--- src/rtl/cmt_pkg.sv ---
package cmt_pkg;

    // Master-to-slave transfer sequencer states
    typedef enum logic [0:0] {
        SH_IDLE = 1'b0,
        SH_XFER = 1'b1
    } sh_state_e;

    // Status register bit positions
    localparam int unsigned ST_COLL_BIT = 0;
    localparam int unsigned ST_PEND_BIT = 1;
    localparam int unsigned ST_W        = 2;

endpackage

--- src/rtl/cmt_shadow.sv ---
module cmt_shadow
    import cmt_pkg::*;
#(
    parameter int unsigned W        = 16,
    parameter int unsigned XFER_CYC = 4
) (
    input  logic         clk,
    input  logic         arst_n,
    input  logic         wr_en,
    input  logic [W-1:0] wr_data,
    input  logic         clr_coll,
    output logic [W-1:0] master,
    output logic [W-1:0] slave,
    output logic         pending,
    output logic         collision
);

    localparam int unsigned XW = (XFER_CYC > 1) ? $clog2(XFER_CYC) : 1;
    localparam logic [XW-1:0] XLOAD = XW'(XFER_CYC - 1);

    sh_state_e   state_q, state_n;
    logic [XW-1:0] xcnt_q, xcnt_n;
    logic        busy;
    logic        accept;
    logic        load_slave;

    assign busy   = (state_q == SH_XFER) && (xcnt_q != '0);
    assign accept = wr_en && !busy;

    // State register
    always_ff @(posedge clk or negedge arst_n) begin
        if (!arst_n) begin
            state_q <= SH_IDLE;
            xcnt_q  <= '0;
        end else begin
            state_q <= state_n;
            xcnt_q  <= xcnt_n;
        end
    end

    // Next state and transfer decision
    always_comb begin
        state_n    = state_q;
        xcnt_n     = xcnt_q;
        load_slave = 1'b0;
        unique case (state_q)
            SH_IDLE: begin
                if (accept) begin
                    state_n = SH_XFER;
                    xcnt_n  = XLOAD;
                end
            end
            SH_XFER: begin
                if (xcnt_q == '0) begin
                    load_slave = 1'b1;
                    if (accept) begin
                        xcnt_n = XLOAD;
                    end else begin
                        state_n = SH_IDLE;
                    end
                end else begin
                    xcnt_n = xcnt_q - XW'(1);
                end
            end
            default: state_n = SH_IDLE;
        endcase
    end

    // Data registers and sticky flag
    always_ff @(posedge clk or negedge arst_n) begin
        if (!arst_n) begin
            master    <= '0;
            slave     <= '0;
            collision <= 1'b0;
        end else begin
            if (accept) begin
                master <= wr_data;
            end
            if (load_slave) begin
                slave <= master;
            end
            if (wr_en && busy) begin
                collision <= 1'b1;
            end else if (clr_coll) begin
                collision <= 1'b0;
            end
        end
    end

    assign pending = (state_q == SH_XFER);

    // Slave only moves at the end of a countdown
    p_slave_load_r5: assert property (@(posedge clk) disable iff (!arst_n)
        (slave != $past(slave)) |-> $past(state_q == SH_XFER && xcnt_q == '0));

    // Early write is dropped and flagged
    p_busy_drop_r6: assert property (@(posedge clk) disable iff (!arst_n)
        (wr_en && busy) |=> (collision && $stable(master)));

    // Accepted write lands in master
    p_master_load_r4: assert property (@(posedge clk) disable iff (!arst_n)
        (wr_en && !busy) |=> (master == $past(wr_data)));

endmodule

--- src/rtl/cmt_counter.sv ---
module cmt_counter #(
    parameter int unsigned W = 16
) (
    input  logic         clk,
    input  logic         arst_n,
    input  logic         tick,
    input  logic [W-1:0] cmp,
    output logic [W-1:0] count,
    output logic         irq,
    output logic         ovf
);

    logic hit;
    logic top;

    assign hit = (count == cmp);
    assign top = (count == {W{1'b1}});

    always_ff @(posedge clk or negedge arst_n) begin
        if (!arst_n) begin
            count <= '0;
            irq   <= 1'b0;
            ovf   <= 1'b0;
        end else begin
            irq <= 1'b0;
            ovf <= 1'b0;
            if (tick) begin
                if (hit) begin
                    count <= '0;
                    irq   <= 1'b1;
                end else begin
                    count <= count + W'(1);
                    ovf   <= top;
                end
            end
        end
    end

    p_hold_r2: assert property (@(posedge clk) disable iff (!arst_n)
        !tick |=> $stable(count));

    p_irq_zero_r3: assert property (@(posedge clk) disable iff (!arst_n)
        irq |-> (count == '0));

    p_ovf_wrap_r7: assert property (@(posedge clk) disable iff (!arst_n)
        ovf |-> (count == '0 && $past(count) == {W{1'b1}}));

    p_no_overlap_r7: assert property (@(posedge clk) disable iff (!arst_n)
        !(irq && ovf));

endmodule

--- src/rtl/cmt_channel.sv ---
module cmt_channel
    import cmt_pkg::*;
#(
    parameter int unsigned W        = 16,
    parameter int unsigned XFER_CYC = 4
) (
    input  logic            clk,
    input  logic            rst_n,
    input  logic            en,
    input  logic            tick,
    input  logic            wr_cmp,
    input  logic            clr_coll,
    input  logic [W-1:0]    wdata,
    output logic [W-1:0]    master,
    output logic [ST_W-1:0] status,
    output logic            irq,
    output logic            ovf
);

    logic         arst_n;
    logic [W-1:0] slave;
    logic [W-1:0] count;
    logic         pending;
    logic         collision;

    // Channel enable acts as an asynchronous reset
    assign arst_n = rst_n & en;

    cmt_shadow #(.W(W), .XFER_CYC(XFER_CYC)) u_shadow (
        .clk       (clk),
        .arst_n    (arst_n),
        .wr_en     (wr_cmp),
        .wr_data   (wdata),
        .clr_coll  (clr_coll),
        .master    (master),
        .slave     (slave),
        .pending   (pending),
        .collision (collision)
    );

    cmt_counter #(.W(W)) u_counter (
        .clk    (clk),
        .arst_n (arst_n),
        .tick   (tick),
        .cmp    (slave),
        .count  (count),
        .irq    (irq),
        .ovf    (ovf)
    );

    always_comb begin
        status              = '0;
        status[ST_COLL_BIT] = collision;
        status[ST_PEND_BIT] = pending;
    end

endmodule

--- src/rtl/cmt_timer.sv ---
module cmt_timer
    import cmt_pkg::*;
#(
    parameter int unsigned N_CH     = 4,
    parameter int unsigned W        = 16,
    parameter int unsigned XFER_CYC = 4,
    localparam int unsigned CHW     = (N_CH > 1) ? $clog2(N_CH) : 1,
    localparam int unsigned AW      = CHW + 1
) (
    input  logic            clk,
    input  logic            rst_n,
    input  logic [N_CH-1:0] ch_en,
    input  logic [N_CH-1:0] tick,
    input  logic            bus_wr,
    input  logic [AW-1:0]   bus_addr,
    input  logic [W-1:0]    bus_wdata,
    output logic [W-1:0]    bus_rdata,
    output logic [N_CH-1:0] irq,
    output logic [N_CH-1:0] ovf
);

    logic [CHW-1:0]  ch_sel;
    logic            reg_sel;
    logic [W-1:0]    master_a [N_CH];
    logic [ST_W-1:0] stat_a   [N_CH];

    assign ch_sel  = bus_addr[AW-1:1];
    assign reg_sel = bus_addr[0];

    for (genvar i = 0; i < N_CH; i++) begin : g_ch
        logic sel;
        assign sel = (ch_sel == CHW'(i));

        cmt_channel #(.W(W), .XFER_CYC(XFER_CYC)) u_ch (
            .clk      (clk),
            .rst_n    (rst_n),
            .en       (ch_en[i]),
            .tick     (tick[i]),
            .wr_cmp   (bus_wr && sel && !reg_sel),
            .clr_coll (bus_wr && sel && reg_sel && bus_wdata[ST_COLL_BIT]),
            .wdata    (bus_wdata),
            .master   (master_a[i]),
            .status   (stat_a[i]),
            .irq      (irq[i]),
            .ovf      (ovf[i])
        );
    end

    // Read mux: compare returns master, status returns flags
    always_comb begin
        bus_rdata = '0;
        for (int i = 0; i < N_CH; i++) begin
            if (ch_sel == CHW'(i)) begin
                bus_rdata = reg_sel ? W'(stat_a[i]) : master_a[i];
            end
        end
    end

endmodule

--- config.mk ---
export PLATFORM = sky130hd
export DESIGN_NAME = cmt_timer
export DESIGN_NICKNAME = d
export VERILOG_FILES = /design/src/rtl/cmt_pkg.sv /design/src/rtl/cmt_shadow.sv /design/src/rtl/cmt_counter.sv /design/src/rtl/cmt_channel.sv /design/src/rtl/cmt_timer.sv
export SDC_FILE = /design/constraint.sdc
export NUM_CORES = 1
export LEC_CHECK = 0
export ABC_AREA = 1
export BUFFER_PORTS_ARGS = -buffer_cell sky130_fd_sc_hd__buf_2
export CORE_UTILIZATION = 35
export CTS_CLUSTER_SIZE = 14
export DETAILED_ROUTE_END_ITERATION = 6
export HOLD_SLACK_MARGIN = 0.02
export RECOVER_POWER = 100
export SLEW_MARGIN = 20
export SYNTH_ARGS = -nofsm -noshare
export SYNTH_HDL_FRONTEND = slang
export SYNTH_HIERARCHICAL = 1
export SYNTH_SLANG_ARGS = --single-unit
--- constraint.sdc ---
create_clock -name clk -period 3.4 [get_ports clk]
set_input_delay 0.68 -clock clk [delete_from_list [all_inputs] [get_ports clk]]
set_output_delay 0.68 -clock clk [all_outputs]
set_load 0.05 [all_outputs]
# ---- Yosys cells after proc, flatten, opt, wreduce, memory -nomap -nowiden
# Index checks and enable logic that the tools add are counted.
dict set report word_totals {
  reg_bits 216
  inputBits 30
}
dict set report classes {
  reduce_logical 46
  add_sub_neg 8
  muxes 68
  n_eq_ne 11
  n_bitwise 8
}
# cell n
set op_table {}
lappend op_table {{2-to-1 mux 16 bit} 12}
lappend op_table {{adder 16 x 1 -> 16 bit (second input constant)} 4}
lappend op_table {{equality test 16 bit} 4}
lappend op_table {{equality test 16 bit (second input constant)} 4}
lappend op_table {{2-to-1 mux 1 bit} 40}
lappend op_table {{logical AND 1 bit} 28}
lappend op_table {{2-to-1 mux 2 bit} 8}
lappend op_table {{one-hot mux 2 bit (2 select lines)} 4}
lappend op_table {{nonzero test 2 bit} 8}
lappend op_table {{zero test 2 bit} 5}
lappend op_table {{one-hot mux 1 bit (2 select lines)} 4}
lappend op_table {{subtractor 2 x 1 -> 2 bit (second input constant)} 4}
lappend op_table {{zero test 1 bit} 5}
lappend op_table {{AND 1 bit} 4}
lappend op_table {{equality test 2 bit (second input constant)} 2}
lappend op_table {{inverter 1 bit} 4}
lappend op_table {{equality test 2 x 1 -> 1 bit (second input constant)} 1}

# ---- Logic depth before layout (Yosys ltp)
# Gate-level depths: netlist of the first run.
dict set report depth {
  word_depth 7
  ltp_mapped 11
  depth_no_buf 11
}

# ---- Hierarchy
# Netlist of the first run, hierarchy kept.
# module cells_each instances seq_area_each_um2 area_each_um2
set modules_own_cells {}
lappend modules_own_cells {cmt_shadow 156 4 900.9 1478.9}
lappend modules_own_cells {{cmt_counter (g_ch[0].u_ch.u_counter ...)} 226 3 450.4 1367.6}
lappend modules_own_cells {{cmt_counter (g_ch[1].u_ch.u_counter)} 226 1 450.4 1376.3}
lappend modules_own_cells {cmt_timer 142 1 0.0 824.5}
lappend modules_own_cells {cmt_channel 4 4 0.0 22.5}

# ---- Worst setup path before layout of the first run
# OpenSTA, ideal clock, no wires.
dict set report synth_timing {
  kind {in2out}
  from {input port bus_addr[0]}
  to {output port bus_rdata[10]}
  slack_ns 0.864
  stages 5
  t_arrival_ns 1.856
  cell_sequence {inv_2 buf_4 buf_4 o21ai_0 a21oi_1}
}
dict set report synth_between {
  elab_chain_cells 5
}
# element line
set synth_rtl {}
lappend synth_rtl {{start, declared} cmt_timer.sv:15} ;# input logic [AW-1:0] bus_addr,
lappend synth_rtl {{2-to-1 mux 16 bit} cmt_timer.sv:54} ;# bus_rdata = reg_sel ? W'(stat_a[i]) : master_a[i];
lappend synth_rtl {{2-to-1 mux 16 bit (3 in a row)} cmt_timer.sv:53} ;# if (ch_sel == CHW'(i)) begin
lappend synth_rtl {{2-to-1 mux 16 bit *} cmt_timer.sv:53}
lappend synth_rtl {{end, declared} cmt_timer.sv:17} ;# output logic [W-1:0] bus_rdata,
# Every way passes the cells marked *; elsewhere a longest branch is shown, timed or not.

# ---- Worst setup path in the final report of the first run
dict set report layout_timing {
  from {input port bus_addr[1]}
  to {output port bus_rdata[0]}
}
dict set report layout_between {
  elab_chain_cells 5
}
# element line
set layout_rtl {}
lappend layout_rtl {{zero test 2 bit} cmt_timer.sv:53}
lappend layout_rtl {{2-to-1 mux 16 bit (3 in a row)} cmt_timer.sv:53}
lappend layout_rtl {{2-to-1 mux 16 bit *} cmt_timer.sv:53}
# Marks and branches as above.

==> run metrics, run 1 <==
status finished with violations; violations in the final reports capacitance limit; drt wl/cell between 10 and 15 um; Post-Route Skew about 20 ps; Die ar. 35900 um^2; post-synthesis to final-layout area growth 9.80%; cts bufs inserted 27; Most used DFF post-synth sky130_fd_sc_hd__dfrtp_1; commonest non-fill, non-tap cells in the layout sky130_fd_sc_hd__nand2_1 (661), sky130_fd_sc_hd__dfrtp_1 (216), sky130_fd_sc_hd__inv_1 (190); data arrival time of the critical path between 2000 and 2500 ps; most area-consuming cells after synthesis sky130_fd_sc_hd__dfrtp_1 (44%), sky130_fd_sc_hd__nand2_1 (20%), sky130_fd_sc_hd__inv_1 (5.6%); H-tree depth 1; detailed-route via count between 10000 and 15000; count of flip-flops with a built-in enable after synthesis 0; wire length of the first global-routing pass between 50000 and 60000 um; post-cts resize count 0; CTS tree yes; Initial Util about 36%; overall power consumption 11200 uW; # DRC 0; remaining global-route overflow 0; share of the yosys chip area belonging to registers 43.9%; crit-path cells clkbuf_1 -> inv_1 -> nor2_8 -> nand3_1 -> nand4_1 -> clkbuf_1; clk_lat worst skew 560 ps; Final #Nets 1752; number of failing setup endpoints in the final timing report 0; Tot GR Track Use 17.9%; post-synthesis instance total about 1700; Critical Path Sink Type output port; share of async-settable or async-resettable flops after synthesis 100%; Post-Syn Area per Cell 7.30 um^2; clock transition at the register clock pins on the worst setup and hold paths after CTS 60 ps; number of iterations in the first detailed-routing pass 6; synthesis warning total 6; fin crit period 3010 ps; Min-Delay Path Class input port to asynchronous set/reset pin; initial DRC count 827; crit path kind input port to output port; unique cell type count in the Yosys netlist 32; fraction of layout instances using a drive strength above 1 between 10% and 20%; Worst-Margin Slew roughly 1500 ps; post-synthesis instance area about 12000 um^2; Final Hold Violating Endpoints 0; Max IR drop VDD ~450 uV; post-detailed-route via-to-cell ratio between 4 and 5; wire length after detailed routing ~31000 um; Synth Register Bits 216; power density over the cells a little over 800 nW/um^2; Num Clock Sinks 216; number of buffers added to fix hold violations after cts 0; sum of net half-perimeters after detailed placement 23100 um; die span in x 190 um; largest area contributor in the synthesized netlist sky130_fd_sc_hd__dfrtp_1; max-slew headroom at the worst pin less than 1%; final total negative setup slack 0 ps; Crit Path Max Fanout 15; max-cap viol count 1; vertical die dimension 190 um; count of buffers from port buffering 53; most frequent standard cell in the layout excluding fill and tap cells sky130_fd_sc_hd__nand2_1; post-route ant nets 0; Final Max Slew Viols 0; via count of the first global-routing pass 9955; IO Pins 54; Hold WS 228 ps; fraction of synthesized cell area taken by the top area cell type ~44%; worst path required time between 2000 and 3000 ps; core area 34500 um^2; Std-Cell Rows between 60 and 70; largest buffer count on any clock path 3; initial antenna violation count 1; Critical-path top delay cell sky130_fd_sc_hd__clkbuf_1; post-layout util just under 40%; CP Launch Type input port; Slowest Stage Delay on Critical Path 490 ps; clock root cell sky130_fd_sc_hd__clkbuf_16; most prevalent standard cell on the critical path sky130_fd_sc_hd__clkbuf_1; top achievable clock speed around 0.33 GHz; net count after synthesis between 1500 and 2000; Post-CTS Repair Setup Buffers 0; RD Place Congestion 0.870; RSZ-0062 raised after global routing false; Final period util between 80% and 90%; largest net degree at the start of global routing between 50 and 60; static power due to leakage 0.00752 uW
[cell families after synthesis]
| group | Yosys count | synth area share [%] |
|---|---|---|
| compound gates | 34 | 1.46 |
| fa+ha+maj | 4 | 0.407 |
| simple gates | 1090 | 40.1 |
| flops | 216 | 43.9 |
| xor+xnor | 40 | 2.85 |
| buf+inv | 302 | 11.3 |
[worst max-delay path: cells and delay by family]
family        cells  cell delay [ps]
buf+inv           3             1050
simple gates      3              590
[power breakdown]
part           internal, uW  total, uW  switching (uW)
Clock                  1880       3020            1140
Combinational          1170       3400            2240
Sequential             3590       4760            1170
Total                  6640      11200            4550
[cell usage after synthesis (5+ instances only)]
library cell,instances
sky130_fd_sc_hd__a21oi_1,10
sky130_fd_sc_hd__buf_2,26
sky130_fd_sc_hd__buf_4,18
sky130_fd_sc_hd__buf_6,17
sky130_fd_sc_hd__dfrtp_1,216
sky130_fd_sc_hd__inv_1,184
sky130_fd_sc_hd__inv_2,50
sky130_fd_sc_hd__nand2_1,656
sky130_fd_sc_hd__nand2_2,24
sky130_fd_sc_hd__nand3_1,135
sky130_fd_sc_hd__nand3_2,9
sky130_fd_sc_hd__nand3_4,8
sky130_fd_sc_hd__nand4_1,77
sky130_fd_sc_hd__nand4_2,5
sky130_fd_sc_hd__nor2_1,132
sky130_fd_sc_hd__nor2_2,7
sky130_fd_sc_hd__nor2_4,15
sky130_fd_sc_hd__nor3_1,8
sky130_fd_sc_hd__o21ai_0,12
sky130_fd_sc_hd__o21ai_1,8
sky130_fd_sc_hd__xor2_1,40
[flip-flops by register name, indices dropped and copies added (netlist names)]
name and count:
g_ch.u_ch/u_counter/count 64, g_ch.u_ch/u_shadow/master 64, g_ch.u_ch/u_shadow/slave 64, g_ch.u_ch/u_shadow/xcnt_q 8, g_ch.u_ch/u_counter/irq 4, g_ch.u_ch/u_counter/ovf 4, g_ch.u_ch/u_shadow/collision 4, g_ch.u_ch/u_shadow/pending 4
[metrics by stage]
step | setup slack [ps] | area [um^2] | cells
6_report | 389 | 13500 | 2195
3_5_place_dp | 676 | 12800 | 2144
2_1_floorplan | 864 | 12300 | 1686
4_1_cts | 674 | 13700 | 2194
5_1_grt | 327 | 13500 | 2194
3_3_place_gp | 689 | 12800 | 2144
[layer usage]
| metal | part of all wire, % | global-route usage [%] |
|---|---|---|
| met1 | 47 | 24.7 |
| met2 | 45 | 28.7 |
| met3 | 5.0 | 2.60 |
| met4 | 3.2 | 6.14 |
| met5 | 0 | 0 |
[area by class of cell]
class / instances / area, um^2
inverter: 238 / 893
antenna: 1 / 2.50
clock inverter: 13 / 160
fill: 3698 / 21000
tap: 455 / 569
multi-input combinational: 1168 / 5360
timing repair buffer: 67 / 324
clock buffer: 37 / 803
sequential: 216 / 5410
[final timing paths]
kind / start / to / slack, ps / cells past startpoint
setup / recovery: bus_addr[1] / bus_rdata[0] / 390 / 6
hold / removal: ch_en[3] / g_ch[3].u_ch/u_shadow/xcnt_q[0] / 230 / 3
setup reg to reg: g_ch[0].u_ch/u_shadow/xcnt_q[0] / g_ch[0].u_ch/u_shadow/slave[11] / 920 / 4
hold reg to reg: g_ch[1].u_ch/u_shadow/slave[5] / g_ch[1].u_ch/u_shadow/slave[5] / 490 / 2
max in group asynchronous: rst_n / g_ch[3].u_ch/u_counter/count[10] / 1250 / 4
min in group clk: bus_wdata[14] / g_ch[3].u_ch/u_shadow/master[14] / 470 / 3
Power figures use the tool's default switching activity.
==> inputs of run 2 (changes only) <==
--- a/config.mk
+++ b/config.mk
@@ -7,10 +7,14 @@
 export LEC_CHECK = 0
 export ABC_AREA = 1
 export BUFFER_PORTS_ARGS = -buffer_cell sky130_fd_sc_hd__buf_2
+export CELL_PAD_IN_SITES_DETAIL_PLACEMENT = 0
+export CELL_PAD_IN_SITES_GLOBAL_PLACEMENT = 1
+export CORE_MARGIN = 4
 export CORE_UTILIZATION = 35
 export CTS_CLUSTER_SIZE = 14
 export DETAILED_ROUTE_END_ITERATION = 6
 export HOLD_SLACK_MARGIN = 0.02
+export PLACE_DENSITY_LB_ADDON = 0.1
 export RECOVER_POWER = 100
 export SLEW_MARGIN = 20
 export SYNTH_ARGS = -nofsm -noshare
==> run 2 against run 1 <==
  * The run ends with capacitance limit, slew limit left
  * Maximum frequency is 0.78% higher
  * Register-to-register slack improved by 40 ps
  * Power decreased by 1.8%
  * Global-route usage up 0.50 points
  * Die area grew 6.4%
  * Count of clock-buffer cells in the layout is 1 lower
  * Via count is 1.4% lower
==> run metrics, run 2 (synthesized netlist as in run 1, its figures left out) <==
total area of multi-input combinational cells ~5300 um^2; post-route ant nets 0; max layer used met4; Critical Path Sink Type output port; Crit Path Max Fanout 14; Hold WS 165 ps; Final #Nets between 1500 and 2000; Final Hold Violating Endpoints 0; clock root cell sky130_fd_sc_hd__clkbuf_16; # placed instances 2147; CTS tree yes; largest buffer count on any clock path 3; remaining global-route overflow 0; Num Clock Sinks 216; Slowest Stage Delay on Critical Path 420 ps; launching point of the worst reg2reg path g_ch[0].u_ch/u_shadow/xcnt_q[0]; met3 routed WL 1180 um; RD Place Congestion 0.856; Sequential Power Share 43.4%; status finished with violations; post-synthesis to final-layout area growth 8.93%; sum of net half-perimeters after detailed placement 26300 um; metal2 WL roughly 16000 um; flop-to-flop setup slack about 960 ps; Tot GR Track Use between 10% and 20%; post-cts resize count 0; fin crit period 2990 ps; Critical-path top delay cell sky130_fd_sc_hd__inv_1; crit-path cells clkbuf_1 -> nand2_1 -> inv_1 -> nand3_1 -> nand4_1 -> clkbuf_2; initial antenna violation count 1; switching share of power 41.7%; fraction of layout instances using a drive strength above 1 10.6%; initial DRC count 658; P_sw 4580 uW; post-layout util 38.7%; Initial Util 35.5%; clk_lat worst skew around 540 ps; wire length after detailed routing around 36000 um; number of buffers added to fix hold violations after cts 0; R2R Path End g_ch[0].u_ch/u_shadow/slave[13]; cts bufs inserted 27; wire length of the first global-routing pass 56700 um; final total negative setup slack 0 ps; Power Internal between 6000 and 7000 uW; detailed-route via count approximately 10000; clock transition at the register clock pins on the worst setup and hold paths after CTS 60 ps; Min-Delay Path Class input port to asynchronous set/reset pin; Post-Route Skew 11.3 ps; filler-free cell count of the finished design 2194; crit path kind input port to output port; reg2reg path depth 4; Die ar. between 30000 and 40000 um^2; violations in the final reports capacitance limit, slew limit; drt wl/cell around 16 um; Max IR drop VDD 496 uV; commonest non-fill, non-tap cells in the layout sky130_fd_sc_hd__nand2_1 (661), sky130_fd_sc_hd__dfrtp_1 (216), sky130_fd_sc_hd__inv_1 (195); via count of the first global-routing pass 9905; static power due to leakage 0.00752 uW; Std-Cell Rows 68; Post-CTS Repair Setup Buffers 0; part of the power in combinational logic 31.4%; CP Launch Type input port; max-slew headroom at the worst pin -2.74%; Final Max Slew Viols 29; max-cap viol count 1; largest net degree at the start of global routing 38; Largest regs g_ch.u_ch/u_counter/count (64), g_ch.u_ch/u_shadow/master (64), g_ch.u_ch/u_shadow/slave (64); overall power consumption 11000 uW; core area 34600 um^2; data arrival time of the critical path 2310 ps; most frequent standard cell in the layout excluding fill and tap cells sky130_fd_sc_hd__nand2_1; Final period util 87.9%; number of failing setup endpoints in the final timing report 0; fillers 3712; top achievable clock speed 0.335 GHz; # DRC 0; post-detailed-route via-to-cell ratio 4.68; clock network fraction of design power 25.2%; IO Pins 54; count of buffers from port buffering 53; vertical die dimension 196 um; power density over the cells 819 nW/um^2; number of iterations in the first detailed-routing pass 5; H-tree depth 1; RSZ-0062 raised after global routing false; sequential cell area in the final layout between 5000 and 6000 um^2; worst path required time about 2700 ps; Worst-Margin Slew between 1500 and 2000 ps; length of routed wiring on met1 17300 um; die span in x around 200 um
## run 2: cell types whose count changed in the layout (fill, tap and decap cells not counted), sizes merged
cell      change
buf           +5
clkinv        -3
clkinvlp      -1
inv           +3
bufinv        -2
clkbuf        -3
## run 2: routing by layer
layer	up-vias	track usage, %
li1	5275	-
met1	4759	26.3
met2	171	28.8
met3	66	2.36
met4	0	6.44
met5	-	0
## run 2: area by class of cell
cell class / instances / area share (%)
multi-input cells: 1168 / 39.8
clock buffers: 36 / 5.74
well taps: 455 / 4.25
diodes: 1 / 0.0187
repair buffers: 70 / 2.62
inverters: 238 / 6.66
clock inverters: 10 / 0.579
flip-flops and latches: 216 / 40.3
## run 2: worst max-delay path by stage
stage / start / end / slack [ps] / cells after the start
final: bus_addr[1] / bus_rdata[2] / 410 / 6
after global routing: bus_addr[1] / bus_rdata[12] / 260 / 6
after CTS: bus_addr[0] / bus_rdata[3] / 600 / 6
after detailed placement: bus_addr[0] / bus_rdata[3] / 600 / 6
after global placement: bus_addr[0] / bus_rdata[3] / 660 / 6
after floorplan: bus_addr[0] / bus_rdata[10] / 860 / 5
## run 2: power groups by stage
stage / clock (uW) / sequential [uW] / combinational, uW
final: 2770 / 4770 / 3450
after global routing: 2950 / 4920 / 4050
after CTS: 2860 / 4820 / 3600
after detailed placement: 0 / 4850 / 3580
after global placement: 0 / 4860 / 3530
after floorplan: 0 / 4360 / 3020
## run 2: worst max-delay path, delay by kind of cell
family / cells / cell delay [ps]
buffers and inverters: 3 / 1030
AND/OR/NAND/NOR: 3 / 590
## run 2: per-stage QoR
stage                     area [um^2]  setup slack [ps]
after floorplan                 12300               864
after global placement          12800               661
after detailed placement        12800               598
after CTS                       13600               595
after global routing            13400               264
final                           13400               413
